## src/rtl/hwa_pkg.sv

```systemverilog
`timescale 1ns/1ps
package hwa_pkg;
  localparam int unsigned DATA_W = 8;
  // register indices; the fan pair keeps its fixed placement
  localparam logic [7:0] IDX_VT_EN   = 8'h30;
  localparam logic [7:0] IDX_VT_STS  = 8'h31;
  localparam logic [7:0] IDX_FAN_EN  = 8'h33;
  localparam logic [7:0] IDX_FAN_STS = 8'h34;
  localparam logic [DATA_W-1:0] FULL_DUTY = {DATA_W{1'b1}};
endpackage

```

## src/rtl/hwa_window_cmp.sv

```systemverilog
`timescale 1ns/1ps
module hwa_window_cmp #(
  parameter int unsigned W = 8
) (
  input  logic         clk,
  input  logic         rst_n,
  input  logic         smp_vld,
  input  logic [W-1:0] rd,
  input  logic [W-1:0] hi,
  input  logic [W-1:0] lo,
  output logic         flag_q
);
  logic out_of_win;

  always_comb begin
    out_of_win = (rd > hi) || (rd < lo);
  end

  always_ff @(posedge clk or negedge rst_n) begin
    if (!rst_n)       flag_q <= 1'b0;
    else if (smp_vld) flag_q <= out_of_win;
  end
endmodule

```

## src/rtl/hwa_hyst_cmp.sv

```systemverilog
`timescale 1ns/1ps
module hwa_hyst_cmp #(
  parameter int unsigned W = 8
) (
  input  logic         clk,
  input  logic         rst_n,
  input  logic         smp_vld,
  input  logic [W-1:0] rd,
  input  logic [W-1:0] hi,
  input  logic [W-1:0] hyst,
  output logic         flag_q
);
  logic flag_d;

  always_comb begin
    if (rd > hi)        flag_d = 1'b1;
    else if (rd < hyst) flag_d = 1'b0;
    else                flag_d = flag_q;
  end

  always_ff @(posedge clk or negedge rst_n) begin
    if (!rst_n)       flag_q <= 1'b0;
    else if (smp_vld) flag_q <= flag_d;
  end
endmodule

```

## src/rtl/hwa_fan_qual.sv

```systemverilog
`timescale 1ns/1ps
module hwa_fan_qual
  import hwa_pkg::*;
#(
  parameter int unsigned CNT_W = 12,
  parameter int unsigned TMR_W = 8
) (
  input  logic              clk,
  input  logic              rst_n,
  input  logic              smp_vld,
  input  logic [CNT_W-1:0]  cnt,
  input  logic [CNT_W-1:0]  exp_cnt,
  input  logic [DATA_W-1:0] duty,
  input  logic [TMR_W-1:0]  fault_time,
  output logic              flt_q
);
  logic             cond;
  logic             tmr_done;
  logic [TMR_W-1:0] tmr_q, tmr_d;
  logic             flt_d;

  always_comb begin
    cond     = (cnt > exp_cnt) && (duty == FULL_DUTY);
    tmr_done = (tmr_q >= fault_time);
    if (!cond)         tmr_d = '0;
    else if (tmr_done) tmr_d = tmr_q;
    else               tmr_d = tmr_q + 1'b1;
    flt_d = cond && tmr_done;
  end

  always_ff @(posedge clk or negedge rst_n) begin
    if (!rst_n) begin
      tmr_q <= '0;
      flt_q <= 1'b0;
    end else if (smp_vld) begin
      tmr_q <= tmr_d;
      flt_q <= flt_d;
    end
  end
endmodule

```

## src/rtl/hwa_alarm_irq.sv

```systemverilog
`timescale 1ns/1ps
module hwa_alarm_irq
  import hwa_pkg::*;
#(
  parameter int unsigned NUM_VOLT = 4,
  parameter int unsigned NUM_FAN  = 2,
  parameter int unsigned CNT_W    = 12,
  parameter int unsigned TMR_W    = 8
) (
  input  logic                       clk,
  input  logic                       rst_n,
  input  logic                       smp_vld,
  input  logic [NUM_VOLT*DATA_W-1:0] volt_rd,
  input  logic [NUM_VOLT*DATA_W-1:0] volt_hi,
  input  logic [NUM_VOLT*DATA_W-1:0] volt_lo,
  input  logic [DATA_W-1:0]          temp_rd,
  input  logic [DATA_W-1:0]          temp_hi,
  input  logic [DATA_W-1:0]          temp_hyst,
  input  logic [NUM_FAN*CNT_W-1:0]   fan_cnt,
  input  logic [NUM_FAN*CNT_W-1:0]   fan_exp,
  input  logic [NUM_FAN*DATA_W-1:0]  pwm_duty,
  input  logic [TMR_W-1:0]           fault_time,
  input  logic [7:0]                 reg_addr,
  input  logic                       reg_wr,
  input  logic [DATA_W-1:0]          reg_wdata,
  output logic [DATA_W-1:0]          reg_rdata,
  output logic                       smi_n
);
  localparam int unsigned NUM_VT = NUM_VOLT + 1;

  // reset: asserted asynchronously, released on a clock edge
  logic [1:0] rst_sync_q;
  logic       rst_sn;

  always_ff @(posedge clk or negedge rst_n) begin
    if (!rst_n) rst_sync_q <= 2'b00;
    else        rst_sync_q <= {rst_sync_q[0], 1'b1};
  end
  assign rst_sn = rst_sync_q[1];

  // voltage and temperature flags
  logic [NUM_VT-1:0] vt_sts;

  for (genvar i = 0; i < NUM_VOLT; i++) begin : g_volt
    hwa_window_cmp #(.W(DATA_W)) cmp_i (
      .clk     (clk),
      .rst_n   (rst_sn),
      .smp_vld (smp_vld),
      .rd      (volt_rd[i*DATA_W +: DATA_W]),
      .hi      (volt_hi[i*DATA_W +: DATA_W]),
      .lo      (volt_lo[i*DATA_W +: DATA_W]),
      .flag_q  (vt_sts[i])
    );
  end

  hwa_hyst_cmp #(.W(DATA_W)) temp_i (
    .clk     (clk),
    .rst_n   (rst_sn),
    .smp_vld (smp_vld),
    .rd      (temp_rd),
    .hi      (temp_hi),
    .hyst    (temp_hyst),
    .flag_q  (vt_sts[NUM_VOLT])
  );

  // fan qualification
  logic [NUM_FAN-1:0] fan_flt;

  for (genvar f = 0; f < NUM_FAN; f++) begin : g_fan
    hwa_fan_qual #(.CNT_W(CNT_W), .TMR_W(TMR_W)) qual_i (
      .clk        (clk),
      .rst_n      (rst_sn),
      .smp_vld    (smp_vld),
      .cnt        (fan_cnt[f*CNT_W +: CNT_W]),
      .exp_cnt    (fan_exp[f*CNT_W +: CNT_W]),
      .duty       (pwm_duty[f*DATA_W +: DATA_W]),
      .fault_time (fault_time),
      .flt_q      (fan_flt[f])
    );
  end

  // register file next state
  logic [NUM_VT-1:0]  vt_en,   vt_en_d;
  logic [NUM_FAN-1:0] fan_en,  fan_en_d;
  logic [NUM_FAN-1:0] fan_sts, fan_sts_d;
  logic [NUM_FAN-1:0] fan_clr;
  logic               smi_n_d;

  always_comb begin
    vt_en_d  = vt_en;
    fan_en_d = fan_en;
    fan_clr  = '0;
    if (reg_wr) begin
      if (reg_addr == IDX_VT_EN)   vt_en_d  = reg_wdata[NUM_VT-1:0];
      if (reg_addr == IDX_FAN_EN)  fan_en_d = reg_wdata[NUM_FAN-1:0];
      if (reg_addr == IDX_FAN_STS) fan_clr  = reg_wdata[NUM_FAN-1:0];
    end
    // a qualified fault outranks the clear
    fan_sts_d = fan_flt | (fan_sts & ~fan_clr);
    smi_n_d   = ~((|(vt_sts & vt_en)) | (|(fan_sts & fan_en)));
  end

  always_ff @(posedge clk or negedge rst_sn) begin
    if (!rst_sn) begin
      vt_en   <= '0;
      fan_en  <= '0;
      fan_sts <= '0;
      smi_n   <= 1'b1;
    end else begin
      vt_en   <= vt_en_d;
      fan_en  <= fan_en_d;
      fan_sts <= fan_sts_d;
      smi_n   <= smi_n_d;
    end
  end

  // read mux
  always_comb begin
    unique case (reg_addr)
      IDX_VT_EN:   reg_rdata = DATA_W'(vt_en);
      IDX_VT_STS:  reg_rdata = DATA_W'(vt_sts);
      IDX_FAN_EN:  reg_rdata = DATA_W'(fan_en);
      IDX_FAN_STS: reg_rdata = DATA_W'(fan_sts);
      default:     reg_rdata = '0;
    endcase
  end
endmodule

```

## config.mk

```make
export PLATFORM = sky130hd
export DESIGN_NAME = hwa_alarm_irq
export DESIGN_NICKNAME = d
export VERILOG_FILES = /design/src/rtl/hwa_pkg.sv /design/src/rtl/hwa_window_cmp.sv /design/src/rtl/hwa_hyst_cmp.sv /design/src/rtl/hwa_fan_qual.sv /design/src/rtl/hwa_alarm_irq.sv
export SDC_FILE = /design/constraint.sdc
export NUM_CORES = 1
export LEC_CHECK = 0
export CAP_MARGIN = 20
export CORE_UTILIZATION = 30
export DETAILED_ROUTE_END_ITERATION = 16
export MAX_ROUTING_LAYER = met4
export PLACE_DENSITY = 0.68
export SLEW_MARGIN = 20
export SYNTH_ARGS = -nofsm -noshare
export SYNTH_HDL_FRONTEND = slang
export SYNTH_SLANG_ARGS = --single-unit
```

## constraint.sdc

```tcl
create_clock -name clk -period 1.1 [get_ports clk]
set_input_delay 0.165 -clock clk [delete_from_list [all_inputs] [get_ports clk]]
set_output_delay 0.165 -clock clk [all_outputs]
set_load 0.01 [all_outputs]
```

* Word level (Yosys, flattened, before mapping) *
Index checks and enable logic that the tools add are counted.

word-level totals
  register bits = 35
  logic and storage cells = 70
  output and inout port bits = 9
  bits of input ports = 212

cells by class
  magnitude comparators = 14
  bitwise operators = 7
  reduce and logical (&&, ||, !) cells = 16
  $add $sub $neg = 2
  mux-type cells = 9
  equal/unequal tests = 8

operators with widths
  cell                 count
  $gt 8x8->1           5
  $lt 8x8->1           5
  $eq 8x6->1 const B   4
  $mux 8               4
  $gt 12x12->1         2
  $pmux 5 s4           1
  $add 8x1->8 const B  2
  $eq 8x8->1 const B   2
  $ge 8x8->1           2
  $reduce_and 2->1     5
  $and 5x5->5          1
  $reduce_or 5->1      1
  $and 2x2->2          2
  $logic_and 1x1->1    4
  $logic_or 1x1->1     4
  $mux 2               2
  $ne 2x2->1 const B   2
  $mux 1               2
  $not 2->2            1
  $or 2x2->2           1
  $reduce_bool 2->1    1
  $reduce_or 2->1      1
  $not 1->1            1
  $or 1x1->1           1

* Logic depth before layout (Yosys ltp) *
  depth in word-level cells = 6
  mapped depth = 9
  depth with buffers taken out = 8

* Cells and area by module *
From an unflattened synthesis, not the netlist that was laid out.

second synthesis, totals
  cells, all modules = 579
  area total of the unflattened synthesis = 4,835.9 sq um

by module, submodules not included
  module          instances  cells an instance  sequential area each (sq um)  area an instance (sq um)
  hwa_fan_qual    2          121                225.2                         1,002.2
  hwa_window_cmp  4          55                 25.0                          427.9
  hwa_alarm_irq   1          62                 301.5                         695.7
  hwa_hyst_cmp    1          55                 25.0                          424.2

* Worst setup path after synthesis *
Ideal clock, no wire load.

  path type = reg2reg
  start point = register g_fan[0].qual_i.tmr_q[0]
  end point = register g_fan[0].qual_i.tmr_q[6]
  stages on the path, launching flop included = 9
  setup time = 0.118 ns
  period minus slack after synthesis = 1.904 ns
  arrival time = 1.786 ns
  buffers on the path = 0
  slack = -0.804 ns
  required time = 0.982 ns
  cells stage by stage = dfrtp_1 > inv_1 > ha_1 > nand2b_4 > a2111oi_4 > o31a_4 > nand4_1 > a21o_1 > a21o_1

between the ends
  cells in the longest elaborated chain, start to end = 3
  elaborated cells on any way between the ends = 6
  classes of those cells = 1 x add/sub; 1 x order compare; 1 x eq/ne; 2 x mux; 1 x reduce/logical

ends and longest elaborated chain
  element                                     RTL line                                RTL
  start, declared                             hwa_fan_qual.sv:19                      logic [TMR_W-1:0] tmr_q, tmr_d;
  start signal, assigned                      hwa_fan_qual.sv:36                      tmr_q <= tmr_d;
  $add 8x1->8 or $ge 8x8->1 (tied branches)   hwa_fan_qual.sv:27, hwa_fan_qual.sv:24
  $mux 8 or $ne 2x2->1 (tied branches)        -
  $mux 8 or $reduce_and 2->1 (tied branches)  -

Several ways; a longest one is shown, not always the timed one. The select of a mux whose other input is x is not followed.
A chain may end at the register's enable or synchronous reset.

* Worst setup path after layout *
  start point = input port fault_time[6]
  end point = register g_fan[0].qual_i.tmr_q[6]

between the ends
  cells in the longest elaborated chain, start to end = 3

ends and longest elaborated chain
  element                            RTL line             RTL
  start, declared                    hwa_alarm_irq.sv:22  input logic [TMR_W-1:0] fault_time,
  $ge 8x8->1                         hwa_fan_qual.sv:24   tmr_done = (tmr_q >= fault_time);
  $ne 2x2->1 (no source line)        -
  $reduce_and 2->1 (no source line)  -

No other way between the ends.

==> summary by stage <==
Finish
Leaving out fill and tap cells, the most frequent cell in the layout is buf_4. After routing the design area is 0.00898 mm². Compared with the post-synthesis result, the final layout area differs by 92.5%. The net count reported at finish is 1194.

In the final layout, the share of cells above drive strength 1 is 44.8%. The number of non-filler instances in the completed layout is 1055. Cells fill 59.1% of the core in the end. Leaving out fill and tap cells, the most frequent cells in the layout are 71 x buf_4, 67 x clkdlybuf4s50_1, 65 x ha_4.

Yosys
The total standard cell area after synthesis is 0.00467 mm². The yosys synthesis warning count is 0. The average instance in the mapped netlist occupies 8.21 µm².

Summing the sequential cell areas from Yosys gives 18.8% of the chip area. After synthesis, the share of flip-flops with an asynchronous set or reset is 100%. The netlist uses 56 different library cells.

The synthesized netlist cell count is 568. The post-synthesis cell type with the largest combined area is ha_1. By area the synthesized netlist is led by ha_1 31%, dfrtp_1 18%, inv_1 9.5%, a21oi_1 4.0%, nand4_1 3.4%. Synthesis inferred 35 register bits.

In this run, synthesis inferred 0 flip-flops with an integrated enable. The most instantiated flip-flop cell in the synthesis netlist is dfrtp_1. In this run the biggest area consumer among cell types represents 31.4% of the synthesized area.

Route
For this block, wires on met1 add up to 6300 µm. For this block, the initial DRC count from the detailed router was 122. In the routed design, unresolved DRC markers number 0. The remaining number of nets flagged by the antenna check after routing is 0. The mean number of vias per cell is 4.83.

Detailed routing inserted a total of 5099 vias. For this block, the routed nets add up to 14800 µm of wire. The routed length on met2 is 7570 µm. The first detailed-routing pass ran for 4 iterations. The routed wire length on met3 is 693 µm. The highest layer touched by signal routing is met4. In the final routed layout, each cell accounts on average for 14.0 µm.

Floorplan
The starting utilization of the core area is 30.7%. The die width is 127 µm. The number of core rows is 45. The floorplan step defined a core boundary enclosing 0.0152 mm².

The floorplan die area is 0.0161 mm². The top-level I/O count is 221. The y dimension of the die is 127 µm.

Worst setup path
Broken down by cell family, the worst path's largest delay share belongs to compound AO/OA/AOI/OAI gates. STA classifies the critical path startpoint as an input pin. The peak per-stage delay on the critical path is 0.47 ns. Counting stages on the worst path, the most repeated cell is a21o_1. Traced cell by cell, the critical path runs through clkdlybuf4s50_1 -> inv_2 -> ha_1 -> a41o_1 -> a21oi_1 -> o31a_4 -> nand4_1 -> a21o_1 -> a21o_1. The slowest cell on the critical path is clkdlybuf4s50_1.

The total number of cells along the worst setup path is 9. The number of cells on the worst reg-to-reg path is 7. The slack of the worst reg-to-reg path is -0.83 ns.

Data arrives at the worst endpoint at 2.11 ns. The critical path endpoint category is a register. Data on the critical path is required at its endpoint by 1.27 ns.

Together, buffers and inverters on the worst path number 2. The critical path is of the input pin to register type. Of all nets on the critical path, the largest fanout is 9.

Clock network
The H-tree depth is 2. Clock-pin slew was measured on the worst setup and hold paths at 0.06 ns. TritonCTS built the clock tree. The buffer type at the clock tree root is clkbuf_16. The clock insertion delay at the later pin of the skew report is 0.28 ns.

Counting along the longest clock path gives a buffer depth of 2. Buffers inserted during clock tree synthesis total 5. CTS saw 35 sinks.

Run status
The flow ran to the end, but the final reports show violations. The final reports fail on setup timing.

Placement
The worst slack at placement is -1.24 ns. The number of port buffers is 214. Routability-driven placement finished with a final weighted congestion of 0.811.

The sum of net half-perimeters after detailed placement is 11300 µm. The number of placed instances, taps included, is 1035. Summing all placed instances gives a cell area of 0.00785 mm².

Global route
The pin count of the biggest net entering global routing is 34. The first global-routing pass estimated 24500 µm of wire. The initial antenna violation count is 1. Global routing consumed, over all layers together, 19.2% of the routing resources. The total congestion overflow is 0.

The via count of the first global-routing pass is 5436.

Timing
The worst clock skew is 0.00468 ns. After layout, the worst path uses 176% of the clock period. Setup repair after global routing could not meet its margin everywhere. The highest achievable clock rate is 517 MHz. The smallest clock period supported by the final layout is computed as 1.93 ns.

Setup violations remaining at the end of the flow were counted as 36. The total count of hold-check failures in the final report is 0. The final count of pins violating max slew is 0.

Across all setup checks in the final design, the least slack found is -0.833 ns.

Hold path
The path class of the tightest hold or removal check is input pin to asynchronous set/reset pin.

Power and ir drop
The power per unit of standard cell area is 593 mW/mm². The worst ir drop on vdd is 0.529 mV. Summing internal, switching and leakage power gives 5.33 mW.

The static power due to leakage is 4.29 nW.

Job
The total of max-cap violations is 0.
-- report_power, final --
group	internal (mW)	total, mW	leakage (nW)	switching, mW
clock network	0.898	1.44	0.0739	0.547
logic	1.43	2.49	3.76	1.05
registers	1.35	1.40	0.458	0.0447
total	3.68	5.33	4.29	1.64
-- layer usage --
metal	vias up	GRT usage, %
met5	-	-
li1	2605	-
met2	137	35.1
met3	17	3.42
met1	2340	21.6
met4	0	4.41
-- Yosys cell counts, types with 3 or more instances --
master,number
inv_1,118
ha_1,117
a21oi_1,37
dfrtp_1,34
nand2_1,28
nand4_1,25
o21ai_0,23
nor2_1,18
a21o_1,14
nand2b_1,14
nand3_1,14
and3_1,11
o21ai_1,10
a211oi_1,8
mux2_2,8
nor2b_1,8
o211ai_1,8
a22oi_1,6
a31oi_1,6
o21a_1,6
o31a_1,6
a22o_1,4
or2_2,4
buf_4,3
-- flip-flops by register name, indices dropped and copies added (netlist names) --
name                 flops
fan_en                   2
smi_n                    1
g_fan.qual_i.tmr_q      16
g_fan.qual_i.flt_q       2
fan_sts                  2
temp_i.flag_q            1
vt_en                    5
rst_sync_q               2
g_volt.cmp_i.flag_q      4
-- cell type report --
| cell class | count | area, µm² |
|---|---|---|
| multi-input combinational | 410 | 4630 |
| fill | 1347 | 6220 |
| tap | 188 | 235 |
| antenna | 1 | 2.50 |
| clock buffer | 7 | 143 |
| timing repair buffer | 295 | 2580 |
| sequential | 35 | 877 |
| inverter | 118 | 505 |
| clock inverter | 1 | 5.00 |
-- cell families (layout without fill, tap and decap cells) --
kind of cell | Yosys count | count (layout) | share of synthesized area, %
other | 2 | 5 | 0.161
AO/OA/AOI/OAI | 144 | 144 | 21.0
flip-flops | 35 | 35 | 18.8
multiplexers | 8 | 8 | 1.93
AND/OR/NAND/NOR | 137 | 137 | 16.4
buffers and inverters | 125 | 421 | 10.4
adder cells (fa/ha/maj) | 117 | 117 | 31.4
-- path summary, 6_finish.rpt --
kind,start,to
max,fault_time[6],g_fan[0].qual_i.tmr_q[6]
min,rst_n,rst_sync_q[1]
max reg2reg,g_fan[0].qual_i.tmr_q[6],g_fan[0].qual_i.tmr_q[6]
min reg2reg,rst_sync_q[1],g_fan[0].qual_i.tmr_q[6]
max in group asynchronous,rst_sync_q[1],smi_n
min in group clk,rst_sync_q[0],rst_sync_q[1]
-- metrics by stage --
step | TNS, ns | hold WS, ns
floorplan | -12.70 | -0.131
CTS | -16.68 | 0.0415
global placement | -37.11 | 0.235
finish | -16.75 | 0.0406
global route | -19.51 | 0.0376
detailed placement | -37.79 | 0.241
-- what timing repair did --
item                       CTS  global route
pin swaps                  140            72
cloned                       1             0
setup endpoints to repair   39            39
hold buffers                 0             0
setup buffers                7             5
resized for setup          493            87
(Power assumes the default switching activity.)
